[config.mk]
export PLATFORM = sky130hd
export DESIGN_NAME = lpc_sync_tracker
export DESIGN_NICKNAME = d
export VERILOG_FILES = /design/src/rtl/lpc_sync_pkg.sv /design/src/rtl/lpc_sync_ctrl.sv /design/src/rtl/lpc_sync_datapath.sv /design/src/rtl/lpc_sync_tracker.sv
export SDC_FILE = /design/constraint.sdc
export NUM_CORES = 1
export LEC_CHECK = 0
export ABC_AREA = 1
export BUFFER_PORTS_ARGS = -buffer_cell sky130_fd_sc_hd__buf_2
export CAP_MARGIN = 20
export CORE_MARGIN = 4
export CORE_UTILIZATION = 46
export DETAILED_ROUTE_END_ITERATION = 12
export GPL_ROUTABILITY_DRIVEN = 0
export PLACE_DENSITY = 0.73
export SETUP_SLACK_MARGIN = 0.1
export SLEW_MARGIN = 5
export SYNTH_ARGS = -nofsm -noshare
export SYNTH_HDL_FRONTEND = slang
export SYNTH_SLANG_ARGS = --single-unit
[constraint.sdc]
create_clock -name clk -period 1.35 [get_ports clk]
set_clock_uncertainty 0.15 [all_clocks]
set_input_delay 0.0675 -clock clk [delete_from_list [all_inputs] [get_ports clk]]
set_output_delay 0.0675 -clock clk [all_outputs]
set_load 0.05 [all_outputs]
[src/rtl/lpc_sync_pkg.sv]
package lpc_sync_pkg;
  localparam int NIB_W = 4;

  localparam logic [NIB_W-1:0] CODE_READY = 4'b0000;
  localparam logic [NIB_W-1:0] CODE_SHORT = 4'b0101;
  localparam logic [NIB_W-1:0] CODE_LONG  = 4'b0110;
  localparam logic [NIB_W-1:0] CODE_MORE  = 4'b1001;
  localparam logic [NIB_W-1:0] CODE_ERR   = 4'b1010;
  localparam logic [NIB_W-1:0] CODE_IDLE  = 4'b1111;

  typedef enum logic [1:0] {
    KIND_IOMEM = 2'b00,
    KIND_DMA   = 2'b01,
    KIND_FWH   = 2'b10,
    KIND_BMAST = 2'b11
  } cycleKind_e;

  typedef struct packed {
    logic capture;
    logic evaluate;
  } ctrlStb_t;

  typedef struct packed {
    logic done;
    logic more;
    logic err;
    logic noMore;
    logic viol;
    logic tmo;
    logic noResp;
  } outcome_t;
endpackage

[src/rtl/lpc_sync_ctrl.sv]
module lpc_sync_ctrl
  import lpc_sync_pkg::*;
(
  input  logic     clk,
  input  logic     rst_n,
  input  logic     startPulse,
  input  logic     terminal,
  output logic     busy,
  output ctrlStb_t ctrlStb
);
  typedef enum logic {ST_IDLE, ST_ACTIVE} state_e;
  state_e state, stateNext;

  always_comb begin
    stateNext = state;
    case (state)
      ST_IDLE:   if (startPulse) stateNext = ST_ACTIVE;
      ST_ACTIVE: if (terminal)   stateNext = ST_IDLE;
      default:   stateNext = ST_IDLE;
    endcase
  end

  always_ff @(posedge clk or negedge rst_n) begin
    if (!rst_n) state <= ST_IDLE;
    else        state <= stateNext;
  end

  assign busy             = (state == ST_ACTIVE);
  assign ctrlStb.capture  = (state == ST_IDLE) && startPulse;
  assign ctrlStb.evaluate = (state == ST_ACTIVE);

  p_start_busy_r2: assert property (@(posedge clk) disable iff (!rst_n)
    (!busy && startPulse) |=> busy);

  p_term_idle_r12: assert property (@(posedge clk) disable iff (!rst_n)
    (busy && terminal) |=> !busy);
endmodule

[src/rtl/lpc_sync_datapath.sv]
module lpc_sync_datapath
  import lpc_sync_pkg::*;
#(
  parameter int NO_RESP_LIMIT    = 3,
  parameter int SHORT_WAIT_LIMIT = 8
) (
  input  logic             clk,
  input  logic             rst_n,
  input  ctrlStb_t         ctrlStb,
  input  logic [1:0]       cycleKind,
  input  logic [NIB_W-1:0] busNibble,
  input  logic             hostStall,
  input  logic             abortReq,
  output logic             terminal,
  output logic             driveEn,
  output logic [NIB_W-1:0] driveNibble,
  output outcome_t         stb
);
  localparam int FF_W = $clog2(NO_RESP_LIMIT + 1);
  localparam int SW_W = $clog2(SHORT_WAIT_LIMIT + 1);
  localparam logic [FF_W-1:0] FF_LAST = FF_W'(NO_RESP_LIMIT - 1);
  localparam logic [SW_W-1:0] SW_MAX  = SW_W'(SHORT_WAIT_LIMIT);

  cycleKind_e kindReg;
  logic [FF_W-1:0] ffCnt;
  logic [SW_W-1:0] swCnt;
  logic            inStart;
  outcome_t        outc;
  logic            isDma, isFwh, isBm;

  assign isDma = (kindReg == KIND_DMA);
  assign isFwh = (kindReg == KIND_FWH);
  assign isBm  = (kindReg == KIND_BMAST);

  // Classify the current sample into an outcome
  always_comb begin
    outc     = '0;
    terminal = 1'b0;
    if (ctrlStb.evaluate) begin
      if (abortReq) begin
        outc.tmo = 1'b1;
        terminal = 1'b1;
      end else if (isBm) begin
        if (!hostStall) begin
          outc.done = 1'b1;
          terminal  = 1'b1;
        end
      end else begin
        case (busNibble)
          CODE_READY: begin
            outc.done   = 1'b1;
            outc.noMore = isDma;
            terminal    = 1'b1;
          end
          CODE_SHORT: begin
            if (swCnt == SW_MAX) begin
              outc.tmo = 1'b1;
              terminal = 1'b1;
            end
          end
          CODE_LONG: ;
          CODE_MORE: begin
            terminal = 1'b1;
            if (isDma) begin
              outc.done = 1'b1;
              outc.more = 1'b1;
            end else begin
              outc.viol = 1'b1;
            end
          end
          CODE_ERR: begin
            terminal = 1'b1;
            if (isFwh) begin
              outc.viol = 1'b1;
            end else begin
              outc.done   = 1'b1;
              outc.err    = 1'b1;
              outc.noMore = isDma;
            end
          end
          CODE_IDLE: begin
            if (!inStart) begin
              outc.viol = 1'b1;
              terminal  = 1'b1;
            end else if (ffCnt == FF_LAST) begin
              outc.noResp = 1'b1;
              terminal    = 1'b1;
            end
          end
          default: begin
            outc.viol = 1'b1;
            terminal  = 1'b1;
          end
        endcase
      end
    end
  end

  // Per-phase tracking state
  always_ff @(posedge clk or negedge rst_n) begin
    if (!rst_n) begin
      kindReg <= KIND_IOMEM;
      ffCnt   <= '0;
      swCnt   <= '0;
      inStart <= 1'b0;
    end else if (ctrlStb.capture) begin
      kindReg <= cycleKind_e'(cycleKind);
      ffCnt   <= '0;
      swCnt   <= '0;
      inStart <= 1'b1;
    end else if (ctrlStb.evaluate && !terminal && !isBm) begin
      swCnt <= (busNibble == CODE_SHORT) ? swCnt + 1'b1 : '0;
      if (busNibble == CODE_IDLE && inStart) ffCnt <= ffCnt + 1'b1;
      else                                   inStart <= 1'b0;
    end
  end

  always_ff @(posedge clk or negedge rst_n) begin
    if (!rst_n) stb <= '0;
    else        stb <= outc;
  end

  assign driveEn     = ctrlStb.evaluate && isBm;
  assign driveNibble = (driveEn && hostStall) ? CODE_LONG : CODE_READY;

  p_single_outcome_r7: assert property (@(posedge clk) disable iff (!rst_n)
    $onehot0({stb.done, stb.viol, stb.tmo, stb.noResp}));

  p_more_dma_r5: assert property (@(posedge clk) disable iff (!rst_n)
    stb.more |-> (stb.done && isDma));

  p_err_done_r6: assert property (@(posedge clk) disable iff (!rst_n)
    stb.err |-> (stb.done && !isFwh));

  p_sw_bound_r9: assert property (@(posedge clk) disable iff (!rst_n)
    swCnt <= SW_MAX);

  p_stall_long_r11: assert property (@(posedge clk) disable iff (!rst_n)
    (driveEn && hostStall) |-> (driveNibble == CODE_LONG));

  p_pulse_once_r12: assert property (@(posedge clk) disable iff (!rst_n)
    stb.done |=> !stb.done);
endmodule

[src/rtl/lpc_sync_tracker.sv]
module lpc_sync_tracker
  import lpc_sync_pkg::*;
#(
  parameter int NO_RESP_LIMIT    = 3,
  parameter int SHORT_WAIT_LIMIT = 8
) (
  input  logic       clk,
  input  logic       rst_n,
  input  logic       startPulse,
  input  logic [1:0] cycleKind,
  input  logic [3:0] busNibble,
  input  logic       hostStall,
  input  logic       abortReq,
  output logic       busy,
  output logic       driveEn,
  output logic [3:0] driveNibble,
  output logic       doneStb,
  output logic       moreStb,
  output logic       errStb,
  output logic       noMoreStb,
  output logic       violStb,
  output logic       timeoutStb,
  output logic       noRespStb
);
  ctrlStb_t ctrlStb;
  outcome_t stb;
  logic     terminal;

  lpc_sync_ctrl ctrl_i (
    .clk(clk), .rst_n(rst_n), .startPulse(startPulse),
    .terminal(terminal), .busy(busy), .ctrlStb(ctrlStb)
  );

  lpc_sync_datapath #(
    .NO_RESP_LIMIT(NO_RESP_LIMIT), .SHORT_WAIT_LIMIT(SHORT_WAIT_LIMIT)
  ) dp_i (
    .clk(clk), .rst_n(rst_n), .ctrlStb(ctrlStb), .cycleKind(cycleKind),
    .busNibble(busNibble), .hostStall(hostStall), .abortReq(abortReq),
    .terminal(terminal), .driveEn(driveEn), .driveNibble(driveNibble),
    .stb(stb)
  );

  assign doneStb    = stb.done;
  assign moreStb    = stb.more;
  assign errStb     = stb.err;
  assign noMoreStb  = stb.noMore;
  assign violStb    = stb.viol;
  assign timeoutStb = stb.tmo;
  assign noRespStb  = stb.noResp;
endmodule

==> flow_summary_export.csv <==
group,metric,value,unit
grt,grt_max_degree,18,
finish,design_area,0.00161,sq mm
sta,drv_slew,0,
sta,worst_slack,-0.293,ns
cts,htree_levels,1,
drt,ant_nets,0,
yosys,synthMuxAreaShare,0,
floorplanning,die_area,0.00291,sq mm
yosys,synth-edff-count,0,
placed_design,port_buffers,21,
sta,post-route-min-period,1.64,ns
drt,drt-initial-drc-count,15,
cts,clockBufferDepth,2,
sta,hold_viol,2,
placed_design,dp_hpwl,1660,um
finish,final_cell_mix,"buf_4, nand2_1, buf_2",
yosys,syn_inst,124,
floorplanning,io_pins,24,
finish,fill_cells,110,
critical_path,arrival,1.67,ns
finish,final_common_cell,"buf_4",
critical_path,critPathCaptureType,"register",
yosys,synth_xor_area_frac,0.0180,
drt,drt_pre_antenna_iters,4,
yosys,yosysSeqAreaShare,0.438,
floorplanning,row_count,16,
sta,timing.final.crit_share,1.22,
power_and_ir_drop,power,1.49,mW
yosys,synthFlopType,"dfrtp_1",
power_and_ir_drop,power_density,927,mW/mm^2
yosys,yosysTopAreaCellShare,0.438,
grt,grt_pass1_wl,4040,um
grt,antenna_found_initial,0,
run,cap_viol_max_count,0,
outcome,violations,"hold timing, setup timing",
yosys,synth_area_leaders,"dfrtp_1, nand2_1, inv_1",
sta,rsz0062_at_grt,"yes",
cts,ctsRootBufferMaster,"clkbuf_4",
critical_path,cp-start-kind,"register",
yosys,synth_compound_area_frac,0.0580,
yosys,netlist_area,971,sq um
outcome,outcome,"complete, but fails checks",
min_path,hold_class,"input pin to register",
drt,drc,0,
yosys,yosysTopAreaCell,"dfrtp_1",
finish,nets,204,
floorplanning,coreArea,0.00198,sq mm
placed_design,postPlaceCellArea,0.00123,sq mm
floorplanning,start_util,0.490,
grt,grt_overflow,0,
yosys,synth_top_family_by_area,"simple AND/OR/NAND/NOR gates",
critical_path,cp_max_fo,5,
yosys,syn_avg_cell_area,7.83,sq um
floorplanning,die_y,53.9,um
critical_path,worst-setup-path-type,"register to register",
power_and_ir_drop,p_leak,0.863,nW
sta,holdWs,-0.0568,ns
yosys,ys_warn_count,0,
yosys,synth-async-reset-ratio,1.00,
finish,drive_gt1_frac,0.508,
floorplanning,die_w,53.9,um
finish,diodes,0,
yosys,synth_cell_types,23,
cts,ctsHoldBuffers,8,
grt,grt_pass1_vias,967,
yosys,synth-simple-area-share,0.347,
sta,finalSetupViolations,13,
cts,insertion_delay,0.28,ns
drt,routedWlPerCell,14.7,um
sta,max_freq,0.609,GHz
critical_path,cp.required,1.38,ns
drt,totalWireLength,3180,um
finish,area_growth,65.5,%
yosys,ys_seq_elements,17,
cts,cts_tree,"built",
cts,numClockSinks,17,
drt,vias_per_cell,4.93,
yosys,synthAdderAreaFrac,0.0387,
cts,path_clk_slew,0.11,ns
cts,cts_made_buffers,3,
power_and_ir_drop,ir_drop,0.000963,V
drt,via_count,1064,
grt,gr-usage-all-layers,0.191,
path summary, 6_finish.rpt:
path	slack [ns]	endpoint	start	depth (start not counted)
setup / recovery	-0.29	dp_i.swCnt[0]	dp_i.ffCnt[0]	11
setup reg to reg	-0.29	dp_i.swCnt[0]	dp_i.ffCnt[0]	11
min in group asynchronous	0.08	dp_i.stb[3]	rst_n	2
max in group asynchronous	0.66	ctrl_i.busy	rst_n	2
hold / removal	-0.06	dp_i.inStart	startPulse	3
hold reg to reg	0.46	dp_i.ffCnt[1]	dp_i.ffCnt[1]	3
critical path, stage by stage, from the launching register on:
cell     delay, ns
dfrtp_1       0.36
inv_1         0.05
ha_2          0.17
inv_2         0.05
nand2_2       0.05
nand2_2       0.06
nand2_2       0.06
nor2_4        0.15
nand3_4       0.11
buf_4         0.15
nand3_1       0.09
nand2_1       0.08
per-layer routing:
metal	share of wire	global-route usage	vias to the layer above	wire [um]
li1	-	-	514	-
met1	0.39	0.212	505	1240
met2	0.54	0.369	34	1710
met3	0.047	0.0277	11	148
met4	0.025	0.0511	0	78
met5	0	0	-	0
repair_timing:
| action | 4_1_cts | 5_1_grt |
|---|---|---|
| hold endpoints to repair | 23 | 2 |
| gates resized for setup | 24 | 15 |
| buffers inserted | 10 | 9 |
| pin swaps | 13 | 10 |
| endpoints found under the setup margin | 14 | 17 |
per-stage QoR:
step	setup slack (ns)	utilization	TNS (ns)	hold slack, ns	instances
final	-0.293	0.811	-2.39	-0.0568	216
after global routing	-0.442	0.811	-3.50	-0.0479	216
after CTS	-0.186	0.750	-1.22	-0.0468	207
after detailed placement	-0.242	0.623	-1.45	-0.142	186
after global placement	-0.197	0.623	-1.13	-0.150	186
after floorplan	-0.150	-	-0.765	-0.378	125
state kept, by name, indices dropped and copies added (netlist names):
| register | cells |
|---|---|
| dp_i.swCnt | 4 |
| ctrl_i.busy | 1 |
| dp_i.kindReg | 2 |
| dp_i.inStart | 1 |
| dp_i.stb | 7 |
| dp_i.ffCnt | 2 |
cell usage after synthesis, types with 3 or more instances:
library cell / count
a21oi_1: 3
buf_4: 3
dfrtp_1: 17
ha_1: 3
inv_1: 18
nand2_1: 29
nand2_2: 4
nand3_1: 12
nor2_1: 15
nor2_2: 3
cell type report:
type	instances	area, sq um	share of cell area
flip-flops and latches	17	427	0.266
inverters	19	73.8	0.0460
clock buffers	4	26.3	0.0164
multi-input cells	86	568	0.354
well taps	27	33.8	0.0210
repair buffers	63	478	0.298
cells by family (layout without fill, tap and decap cells):
family,count (synthesis),in the layout
compound gates,9,9
flops,17,17
fa+ha+maj,3,3
other cells,1,2
buf+inv,22,86
xor+xnor,2,2
simple gates,70,70
where the power goes:
part           leakage, nW  total [mW]  switching, mW  internal (mW)
sequential           0.223       0.591         0.0326          0.558
clock               0.0150       0.282          0.168          0.115
combinational        0.625       0.615          0.340          0.276
total                0.863        1.49          0.540          0.948
Note: power is estimated with default switching activity, not from simulation.
